## src/rtl/spi_pot_pkg.sv

```systemverilog
package spi_pot_pkg;
    localparam int WIPER_W   = 6;
    localparam int NUM_POT   = 4;
    localparam int NUM_REG   = 4;
    localparam int SEL_W     = 2;
    localparam int BYTE_W    = 8;
    localparam logic [5:0] ID_PREFIX = 6'b010100;

    typedef enum logic [3:0] {
        OP_STEP     = 4'b0010,
        OP_STATUS   = 4'b0101,
        OP_RD_WIPER = 4'b1001,
        OP_WR_WIPER = 4'b1010,
        OP_RD_REG   = 4'b1011,
        OP_WR_REG   = 4'b1100
    } pot_op_e;

    typedef enum logic [2:0] {
        S_IDLE,
        S_GET_ID,
        S_GET_INSTR,
        S_GET_DATA,
        S_SEND_DATA,
        S_STEP,
        S_HOLD,
        S_SKIP
    } pot_state_e;
endpackage

```

## src/rtl/pot_sync.sv

```systemverilog
module pot_sync #(
    parameter int WIDTH  = 3,
    parameter int STAGES = 2,
    parameter logic [WIDTH-1:0] RST_VAL = '0
) (
    input  logic             clk,
    input  logic             rst_n,
    input  logic [WIDTH-1:0] async_i,
    output logic [WIDTH-1:0] lvl_o
);
    logic [STAGES-1:0][WIDTH-1:0] chain_q;

    always_ff @(posedge clk or negedge rst_n) begin
        if (!rst_n) chain_q <= {STAGES{RST_VAL}};
        else        chain_q <= {chain_q[STAGES-2:0], async_i};
    end

    assign lvl_o = chain_q[STAGES-1];
endmodule

```

## src/rtl/pot_regbank.sv

```systemverilog
module pot_regbank
    import spi_pot_pkg::*;
(
    input  logic                       clk,
    input  logic                       rst_n,
    input  logic                       wr_wiper,
    input  logic                       wr_bank,
    input  logic                       step,
    input  logic                       step_up,
    input  logic [SEL_W-1:0]           pot_sel,
    input  logic [SEL_W-1:0]           reg_sel,
    input  logic [WIPER_W-1:0]         wr_data,
    input  logic [SEL_W-1:0]           rd_pot,
    input  logic [SEL_W-1:0]           rd_reg,
    output logic [NUM_POT*WIPER_W-1:0] wiper_o,
    output logic [WIPER_W-1:0]         rd_wiper,
    output logic [WIPER_W-1:0]         rd_bank
);
    localparam int NUM_ENT = NUM_POT * NUM_REG;
    logic [NUM_ENT*WIPER_W-1:0] bank_flat;

    for (genvar p = 0; p < NUM_POT; p++) begin : g_pot
        logic [WIPER_W-1:0] pos_q;
        logic               hit;
        assign hit = (pot_sel == SEL_W'(p));
        always_ff @(posedge clk or negedge rst_n) begin
            if (!rst_n) begin
                pos_q <= '0;
            end else if (hit && wr_wiper) begin
                pos_q <= wr_data;
            end else if (hit && step) begin
                if (step_up) pos_q <= (pos_q == '1) ? pos_q : pos_q + 1'b1;
                else         pos_q <= (pos_q == '0) ? pos_q : pos_q - 1'b1;
            end
        end
        assign wiper_o[p*WIPER_W +: WIPER_W] = pos_q;
    end

    for (genvar e = 0; e < NUM_ENT; e++) begin : g_ent
        logic [WIPER_W-1:0] val_q;
        always_ff @(posedge clk or negedge rst_n) begin
            if (!rst_n) val_q <= '0;
            else if (wr_bank && ({pot_sel, reg_sel} == (2*SEL_W)'(e))) val_q <= wr_data;
        end
        assign bank_flat[e*WIPER_W +: WIPER_W] = val_q;
    end

    assign rd_wiper = wiper_o[rd_pot*WIPER_W +: WIPER_W];
    assign rd_bank  = bank_flat[{rd_pot, rd_reg}*WIPER_W +: WIPER_W];
endmodule

```

## src/rtl/pot_cmd_fsm.sv

```systemverilog
module pot_cmd_fsm
    import spi_pot_pkg::*;
(
    input  logic               clk,
    input  logic               rst_n,
    input  logic [SEL_W-1:0]   addr_strap,
    input  logic               start_ev,
    input  logic               end_ev,
    input  logic               sck_rise,
    input  logic               sck_fall,
    input  logic               si_s,
    input  logic               busy,
    input  logic [WIPER_W-1:0] rd_wiper,
    input  logic [WIPER_W-1:0] rd_bank,
    output logic [SEL_W-1:0]   rd_pot,
    output logic [SEL_W-1:0]   rd_reg,
    output logic               so_q,
    output logic               commit_wiper,
    output logic               commit_reg,
    output logic               step_ev,
    output logic               step_up,
    output logic [SEL_W-1:0]   sel_pot,
    output logic [SEL_W-1:0]   sel_reg,
    output logic [WIPER_W-1:0] wr_data
);
    pot_state_e        state_q, state_d;
    logic [2:0]        cnt_q;
    logic [BYTE_W-1:0] sh_q, tx_q, byte_in;
    logic [3:0]        op_q, op_in;
    logic              shifting, byte_done, id_ok;
    pot_state_e        instr_next;

    assign byte_in   = {sh_q[BYTE_W-2:0], si_s};
    assign op_in     = byte_in[7:4];
    assign rd_pot    = byte_in[1:0];
    assign rd_reg    = byte_in[3:2];
    assign shifting  = state_q inside {S_GET_ID, S_GET_INSTR, S_GET_DATA, S_SEND_DATA};
    assign byte_done = shifting && sck_rise && (cnt_q == 3'd7);
    assign id_ok     = (byte_in[7:2] == ID_PREFIX) && (byte_in[1:0] == addr_strap);

    always_comb begin
        instr_next = S_SKIP;
        if (!busy || op_in == OP_STATUS) begin
            unique case (op_in)
                OP_WR_WIPER, OP_WR_REG:              instr_next = S_GET_DATA;
                OP_RD_WIPER, OP_RD_REG, OP_STATUS:   instr_next = S_SEND_DATA;
                OP_STEP:                             instr_next = S_STEP;
                default:                             instr_next = S_SKIP;
            endcase
        end
    end

    always_ff @(posedge clk or negedge rst_n) begin
        if (!rst_n) state_q <= S_IDLE;
        else        state_q <= state_d;
    end

    always_comb begin
        state_d = state_q;
        if (state_q != S_IDLE && end_ev) begin
            state_d = S_IDLE;
        end else begin
            unique case (state_q)
                S_IDLE:      if (start_ev)  state_d = S_GET_ID;
                S_GET_ID:    if (byte_done) state_d = id_ok ? S_GET_INSTR : S_SKIP;
                S_GET_INSTR: if (byte_done) state_d = instr_next;
                S_GET_DATA,
                S_SEND_DATA: if (byte_done) state_d = S_HOLD;
                S_STEP, S_HOLD, S_SKIP: state_d = state_q;
                default:     state_d = S_IDLE;
            endcase
        end
    end

    always_ff @(posedge clk or negedge rst_n) begin
        if (!rst_n) begin
            cnt_q <= '0; sh_q <= '0; tx_q <= '0; op_q <= '0; so_q <= 1'b0;
            sel_pot <= '0; sel_reg <= '0; wr_data <= '0;
            commit_wiper <= 1'b0; commit_reg <= 1'b0; step_ev <= 1'b0; step_up <= 1'b0;
        end else begin
            commit_wiper <= 1'b0;
            commit_reg   <= 1'b0;
            step_ev      <= 1'b0;
            if (state_q == S_IDLE && start_ev) begin
                cnt_q <= '0; sh_q <= '0; tx_q <= '0; so_q <= 1'b0; op_q <= '0;
            end
            if (shifting && sck_rise) begin
                sh_q  <= byte_in;
                cnt_q <= cnt_q + 3'd1;
            end
            if (state_q == S_GET_INSTR && byte_done) begin
                op_q    <= op_in;
                sel_pot <= byte_in[1:0];
                sel_reg <= byte_in[3:2];
                unique case (op_in)
                    OP_RD_WIPER: tx_q <= {{(BYTE_W-WIPER_W){1'b0}}, rd_wiper};
                    OP_RD_REG:   tx_q <= {{(BYTE_W-WIPER_W){1'b0}}, rd_bank};
                    OP_STATUS:   tx_q <= {{(BYTE_W-1){1'b0}}, busy};
                    default:     tx_q <= '0;
                endcase
            end
            if (state_q == S_GET_DATA && byte_done) wr_data <= byte_in[WIPER_W-1:0];
            if ((state_q == S_SEND_DATA || state_q == S_HOLD) && sck_fall) begin
                so_q <= tx_q[BYTE_W-1];
                tx_q <= {tx_q[BYTE_W-2:0], 1'b0};
            end
            if (state_q == S_STEP && sck_rise && !end_ev) begin
                step_ev <= 1'b1;
                step_up <= si_s;
            end
            if (state_q == S_HOLD && end_ev) begin
                commit_wiper <= (op_q == OP_WR_WIPER);
                commit_reg   <= (op_q == OP_WR_REG);
            end
        end
    end
endmodule

```

## src/rtl/spi_pot_ctrl.sv

```systemverilog
module spi_pot_ctrl
    import spi_pot_pkg::*;
#(
    parameter int SAVE_CYCLES = 5000,
    parameter int SYNC_STAGES = 2
) (
    input  logic                       clk,
    input  logic                       rst_n,
    input  logic [1:0]                 addr_strap,
    input  logic                       cs_n,
    input  logic                       sck,
    input  logic                       si,
    output logic                       so_o,
    output logic                       so_oe,
    output logic [NUM_POT*WIPER_W-1:0] wiper_o,
    output logic                       wip_o
);
    localparam int CNT_W = $clog2(SAVE_CYCLES + 1);

    logic [2:0]         pins_s;
    logic [1:0]         prev_q;
    logic               cs_s, sck_s, si_s;
    logic               start_ev, end_ev, sck_rise, sck_fall;
    logic [SEL_W-1:0]   rd_pot, rd_reg, sel_pot, sel_reg;
    logic [WIPER_W-1:0] rd_wiper, rd_bank, wr_data;
    logic               so_q, commit_wiper, commit_reg, step_ev, step_up;
    logic [CNT_W-1:0]   save_cnt_q;

    pot_sync #(.WIDTH(3), .STAGES(SYNC_STAGES), .RST_VAL(3'b100)) u_sync (
        .clk(clk), .rst_n(rst_n), .async_i({cs_n, sck, si}), .lvl_o(pins_s)
    );

    assign {cs_s, sck_s, si_s} = pins_s;

    always_ff @(posedge clk or negedge rst_n) begin
        if (!rst_n) prev_q <= 2'b10;
        else        prev_q <= {cs_s, sck_s};
    end

    assign start_ev = !cs_s && prev_q[1];
    assign end_ev   = cs_s && !prev_q[1];
    assign sck_rise = !cs_s && sck_s && !prev_q[0];
    assign sck_fall = !cs_s && !sck_s && prev_q[0];

    pot_cmd_fsm u_fsm (
        .clk(clk), .rst_n(rst_n), .addr_strap(addr_strap),
        .start_ev(start_ev), .end_ev(end_ev), .sck_rise(sck_rise), .sck_fall(sck_fall),
        .si_s(si_s), .busy(wip_o), .rd_wiper(rd_wiper), .rd_bank(rd_bank),
        .rd_pot(rd_pot), .rd_reg(rd_reg), .so_q(so_q),
        .commit_wiper(commit_wiper), .commit_reg(commit_reg),
        .step_ev(step_ev), .step_up(step_up),
        .sel_pot(sel_pot), .sel_reg(sel_reg), .wr_data(wr_data)
    );

    pot_regbank u_bank (
        .clk(clk), .rst_n(rst_n), .wr_wiper(commit_wiper), .wr_bank(commit_reg),
        .step(step_ev), .step_up(step_up), .pot_sel(sel_pot), .reg_sel(sel_reg),
        .wr_data(wr_data), .rd_pot(rd_pot), .rd_reg(rd_reg),
        .wiper_o(wiper_o), .rd_wiper(rd_wiper), .rd_bank(rd_bank)
    );

    always_ff @(posedge clk or negedge rst_n) begin
        if (!rst_n)                 save_cnt_q <= '0;
        else if (commit_reg)        save_cnt_q <= CNT_W'(SAVE_CYCLES);
        else if (save_cnt_q != '0)  save_cnt_q <= save_cnt_q - 1'b1;
    end

    assign wip_o = (save_cnt_q != '0);
    assign so_oe = !cs_s;
    assign so_o  = so_oe && so_q;
endmodule

```

## config.mk

```make
export PLATFORM = sky130hd
export DESIGN_NAME = spi_pot_ctrl
export DESIGN_NICKNAME = d
export VERILOG_FILES = /design/src/rtl/spi_pot_pkg.sv /design/src/rtl/pot_sync.sv /design/src/rtl/pot_regbank.sv /design/src/rtl/pot_cmd_fsm.sv /design/src/rtl/spi_pot_ctrl.sv
export SDC_FILE = /design/constraint.sdc
export NUM_CORES = 1
export LEC_CHECK = 0
export BUFFER_PORTS_ARGS = -buffer_cell sky130_fd_sc_hd__buf_2
export CAP_MARGIN = 20
export CELL_PAD_IN_SITES_DETAIL_PLACEMENT = 1
export CELL_PAD_IN_SITES_GLOBAL_PLACEMENT = 1
export CORE_ASPECT_RATIO = 1.25
export CORE_UTILIZATION = 54
export CTS_BUF_LIST = sky130_fd_sc_hd__clkbuf_8
export CTS_CLUSTER_DIAMETER = 30
export DETAILED_ROUTE_END_ITERATION = 10
export GPL_TIMING_DRIVEN = 0
export PLACE_DENSITY = 0.85
export SLEW_MARGIN = 20
export SYNTH_ARGS = -nofsm -noshare
export SYNTH_HDL_FRONTEND = slang
export SYNTH_SLANG_ARGS = --single-unit
export TNS_END_PERCENT = 5
```

## constraint.sdc

```tcl
create_clock -name clk -period 5.43 [get_ports clk]
set_input_delay 0.8145 -clock clk [delete_from_list [all_inputs] [get_ports clk]]
set_output_delay 0.8145 -clock clk [all_outputs]
set_load 0.05 [all_outputs]
```

== Yosys cells after proc, flatten, opt, wreduce, memory -nomap -nowiden ==
Index checks and enable logic that the tools add are counted.
Storage, ports and cells
  register bits after elaboration: 181
  bits of input ports: 7
  output and inout bits: 27
  word-level logic and storage cells: 227
Operators by class
  add/sub/neg operators: 10
  $mul: 2
  equal/unequal tests: 53
  shifts and indexed selects: 2
  multiplexer cells: 45
  reductions and logical operators: 78
Operator list (number)
  6-bit 2-to-1 mux: 20
  96-bit by 8-bit indexed part select with 6-bit output: 1
  4-bit equality test, second input constant: 14
  1-bit logical AND: 42
  3-bit by 2-bit != test with 1-bit output, second input constant: 10
  3-bit 2-to-1 mux: 9
  13-bit 2-to-1 mux: 2
  6-bit by 1-bit adder with 6-bit output, second input constant: 4
  6-bit equality test, second input constant: 4
  6-bit zero test: 4
  8-bit 2-to-1 mux: 3
  24-bit by 6-bit indexed part select with 6-bit output: 1
  6-bit by 1-bit subtractor with 6-bit output, second input constant: 4
  4-bit by 3-bit equality test with 1-bit output, second input constant: 5
  6-bit one-hot mux with 3 select lines: 1
  2-bit nonzero test: 8
  3-bit equality test, second input constant: 5
  13-bit nonzero test: 1
  13-bit by 1-bit subtractor with 13-bit output, second input constant: 1
  4-bit by 2-bit equality test with 1-bit output, second input constant: 3
  3-bit one-hot mux with 4 select lines: 1
  3-bit AND reduction: 4
  3-bit one-hot mux with 3 select lines: 1
  4-bit 2-to-1 mux: 2
  24 further kinds: 40

== Longest topological paths before layout ==
  word-level depth: 8
  depth in mapped cells: 9
  depth with buffers taken out: 7

== By module ==
Synthesis repeated with hierarchy kept, for this count alone.
Unflattened totals
  cell total of the unflattened synthesis: 796
  area total of the unflattened synthesis: 9570.4 um2
By module, submodules not included
  pot_regbank: instances 1, cells an instance 513, area each 6565.0 um2, seq. area each 3002.9 um2
  pot_cmd_fsm: instances 1, cells an instance 194, area each 2010.7 um2, seq. area each 1001.0 um2
  spi_pot_ctrl: instances 1, cells an instance 80, area each 819.5 um2, seq. area each 376.6 um2
  pot_sync: instances 1, cells an instance 9, area each 175.2 um2, seq. area each 152.6 um2

== Worst setup path before layout ==
No wires, ideal clock.
  path type: register to output
  start point: register save_cnt_q[0]
  end point: output port wip_o
  data arrival time: 1422 ps
  data required time: 4615 ps
  setup slack: 3194 ps
  stages on the path, launching flop included: 5
  cells stage by stage: dfrtp_1 > inv_1 > ha_1 > nor3b_1 > nand4_2
Between the ends
  cells in the longest elaborated chain, start to end: 1
Ends and longest elaborated chain
  start: declaration: line spi_pot_ctrl.sv:27  | logic [CNT_W-1:0] save_cnt_q;
  start signal: assignment: line spi_pot_ctrl.sv:64  | else if (commit_reg) save_cnt_q <= CNT_W'(SAVE_CYCLES);
  start signal: assignment: line spi_pot_ctrl.sv:65  | else if (save_cnt_q != '0) save_cnt_q <= save_cnt_q - 1'b1;
  13-bit nonzero test: line spi_pot_ctrl.sv:68  | assign wip_o = (save_cnt_q != '0);
  end: declaration: line spi_pot_ctrl.sv:16  | output logic wip_o
No other way between the ends.

== Final worst setup path ==
Same ends and word-level chain as after synthesis.

==> impl_metrics.json <==
{
  "status": "complete, no violations",
  "p_per_area_nw_per_um2": 254,
  "yosysWarningCount": 0,
  "grt_start_max_net_pins": 94,
  "finalWorstSetupSlack_ps": 2290,
  "h-tree-depth": 4,
  "numCtsBuffers": 17,
  "ys_seq_area_frac": 0.487,
  "p_switching_uw": 696,
  "grt.overflow.total": 0,
  "post_cts_resized": 0,
  "required_ps": 4620,
  "start_util": 0.553,
  "power_frac_seq": 0.530,
  "core_area_um2": 16800,
  "crit_arrival_ps": 2330,
  "clock_power_share": 0.389,
  "crit_chain": "inv_1 > ha_1 > nor3b_1 > nand4_2 > buf_2",
  "ys_types": 67,
  "critPathKind": "reg -> out",
  "drtIter0Drc": 335,
  "ant_nets": 0,
  "r2r_end": "u_bank.g_pot[3].pos_q[5]$_DFFE_PN0P_",
  "fin_worst_skew_ps": 14.2,
  "grt_setup_unrepaired": "false",
  "slew_headroom": 0.383,
  "vdd.ir_drop.worst_v": 0.000189,
  "final_max_slew_viol_count": 0,
  "cts.sinks": 181,
  "cpLargestDelayFamily": "simple AND/OR/NAND/NOR gates",
  "syn_inst": 794,
  "drive_gt1_frac": 0.266,
  "pin_count": 34,
  "synthArstFlopShare": 1.00,
  "timing.rr.start": "u_fsm.step_up$_DFFE_PN0P_",
  "swShare": 0.268,
  "finalCritPeriodShare": 0.578,
  "regArea_um2": 4530,
  "syn_to_final_growth_pct": 9.70,
  "leakagePower_nw": 4.84,
  "num-fill-cells": 1729,
  "largest_reg_flops": 96,
  "max_stage_delay_ps": 430,
  "mappedNetlistArea_um2": 9310,
  "vias": 6910,
  "critPathBufInv": 2,
  "grt_first_pass_wirelength_um": 41800,
  "max-cap-violations": 0,
  "antennaDiodeCount": 0,
  "cts_setup_buffers": 0,
  "tns_ps": 0,
  "drc_errors": 0,
  "synth_edf_count": 0,
  "routedWlPerCell_um": 24.1,
  "setup_viol": 0,
  "grt_pass1_vias": 7599,
  "fin_nets": 878,
  "hold_viol": 0,
  "clockBufferDepth": 2,
  "post-dp-hpwl_um": 18700,
  "synth_ff_type": "dfrtp_1",
  "multi_input_area_um2": 4520,
  "hold_class": "in -> async",
  "die_x_um": 119,
  "pre_cts_slack_ps": 2690,
  "worstSetupEndpointType": "output pin",
  "worst-r2r-cell-count": 8,
  "place.gp.congestion": 0.831,
  "viasPerCell": 6.40,
  "cts-root-buf": "clkbuf_8",
  "critPathLaunchType": "register",
  "grtUsageTotal": 0.312,
  "period_minus_slack_ps": 3140,
  "cts.clk_slew.worst_paths_ps": 110,
  "reg.largest.list": "u_bank.g_ent.val_q: 96 flops, u_bank.g_pot.pos_q: 24 flops, save_cnt_q: 13 flops",
  "clk-insertion-delay-late_ps": 490,
  "io_buffers": 33,
  "pwr-share-comb": 0.081,
  "fmax_ghz": 0.318,
  "finish.utilization": 0.607,
  "crit_path_top_delay_cell": "nor3b_1",
  "rows": 53,
  "dieArea_um2": 17800,
  "cp_max_fo": 9,
  "cts.hold.buffers_added": 0,
  "p_int_mw": 1.90,
  "tightest_slew_ps": 917,
  "ys_ff_latch": 181,
  "holdWs_ps": 300,
  "antenna_found_initial": 0,
  "synth_fp_nets": 825,
  "cts_tree": "done",
  "wl_um": 26000,
  "r2r_slack_ps": 2660,
  "die_h_um": 149,
  "avgSynthCellArea_um2": 11.7,
  "top_register": "u_bank.g_ent.val_q",
  "firstDrtPassIters": 4
}
-- stage by stage --
stage / cell area [µm²] / cells / power (mW)
2_1_floorplan: 9310 / 794 / 1.53
3_3_place_gp: 9750 / 1047 / 1.59
3_5_place_dp: 9790 / 1048 / 1.61
4_1_cts: 10200 / 1080 / 2.61
5_1_grt: 10200 / 1080 / 2.68
6_report: 10200 / 1080 / 2.59
-- cells in the final DEF (no fill, tap or decap), types with 5 or more instances in the layout --
cell,instances
nand2b_1,15
or4_1,5
ha_1,20
nor4_1,6
nand3_1,24
nor3b_1,5
nor2_1,45
clkbuf_1,29
a21oi_1,26
a21o_1,10
a32oi_1,6
a22oi_1,5
buf_2,44
o22ai_1,11
nand4_1,7
mux2_2,102
nor3_1,13
clkbuf_8,17
o21bai_1,7
xor2_1,17
o21ai_0,20
nand3b_1,6
inv_6,5
a211oi_1,7
o211ai_1,9
a221oi_1,7
inv_1,10
nand2_1,84
xnor2_1,13
mux4_2,30
dfrtp_1,178
-- routing by layer --
metal  global-route usage  wire (µm)  share of wire  up-vias
li1                     -          -              -     3011
met1                0.367      10100           0.39     3655
met3               0.0516        930          0.036       57
met4                0.136        780          0.030        0
met5                    0          0              0        -
met2                0.560      14200           0.55      187
-- worst reg2reg max path, delay by kind of cell (launching register included) --
kind / cells / cell delay (ps)
buffers and inverters: 2 / 890
AOI/OAI and AO/OA: 4 / 850
DFF: 1 / 440
adders and majority gates: 1 / 410
xor gates and xnor gates: 1 / 110
-- cell usage after synthesis (4+ instances only) --
cell,n,share of area
dfrtp_1,178,0.48
mux2_2,102,0.12
nand2_1,84,0.034
nor2_1,45,0.018
mux4_2,30,0.073
clkbuf_1,29,0.012
a21oi_1,26,0.014
nand3_1,24,0.013
ha_1,20,0.027
o21ai_0,20,0.011
xor2_1,17,0.016
nand2b_1,15,0.010
nor3_1,13,0.0070
xnor2_1,13,0.012
buf_2,12,0.0064
o22ai_1,11,0.0074
a21o_1,10,0.0081
inv_1,10,0.0040
o211ai_1,9,0.0073
a211oi_1,7,0.0056
a221oi_1,7,0.0066
nand4_1,7,0.0047
o21bai_1,7,0.0056
a32oi_1,6,0.0056
nand3b_1,6,0.0048
nor4_1,6,0.0040
a22oi_1,5,0.0040
nor3b_1,5,0.0040
or4_1,5,0.0040
and3_1,4,0.0027
fa_1,4,0.0086
nor2b_1,4,0.0027
-- how the worst max path moves through the flow --
stage,cells after the start,end,startpoint
after floorplan,4,wip_o,save_cnt_q[0]$_DFFE_PN0P_
after global placement,1,u_bank.g_ent[14].val_q[4]$_DFFE_PN0P_,rst_n
after detailed placement,8,u_bank.g_pot[3].pos_q[5]$_DFFE_PN0P_,u_fsm.step_up$_DFFE_PN0P_
after CTS,5,wip_o,save_cnt_q[0]$_DFFE_PN0P_
after global routing,5,wip_o,save_cnt_q[0]$_DFFE_PN0P_
final,5,wip_o,save_cnt_q[0]$_DFFE_PN0P_
-- cells by family after synthesis --
kind of cell               share of synthesized area
DFF                                            0.487
AOI/OAI and AO/OA                             0.0900
adders and majority gates                     0.0355
and+or+nand+nor                                0.133
buffers and inverters                         0.0278
muxes                                          0.199
xor gates and xnor gates                      0.0282
-- final cells by class --
type | count | share of cell area
buffer | 48 | 0.0217
clock buffer | 17 | 0.0229
clock inverter | 15 | 0.0187
inverter | 10 | 0.00367
multi-input combinational | 555 | 0.443
sequential | 181 | 0.444
tap | 220 | 0.0269
timing repair buffer | 34 | 0.0198
-- power by group through the flow --
stage	sequential (mW)	clock [mW]	combinational, mW
2_1_floorplan	1.40	0	0.123
3_3_place_gp	1.40	0	0.195
3_5_place_dp	1.40	0	0.211
4_1_cts	1.37	1.02	0.213
5_1_grt	1.38	1.07	0.233
6_report	1.37	1.01	0.211
No activity file was read; power rests on OpenSTA's default activity.
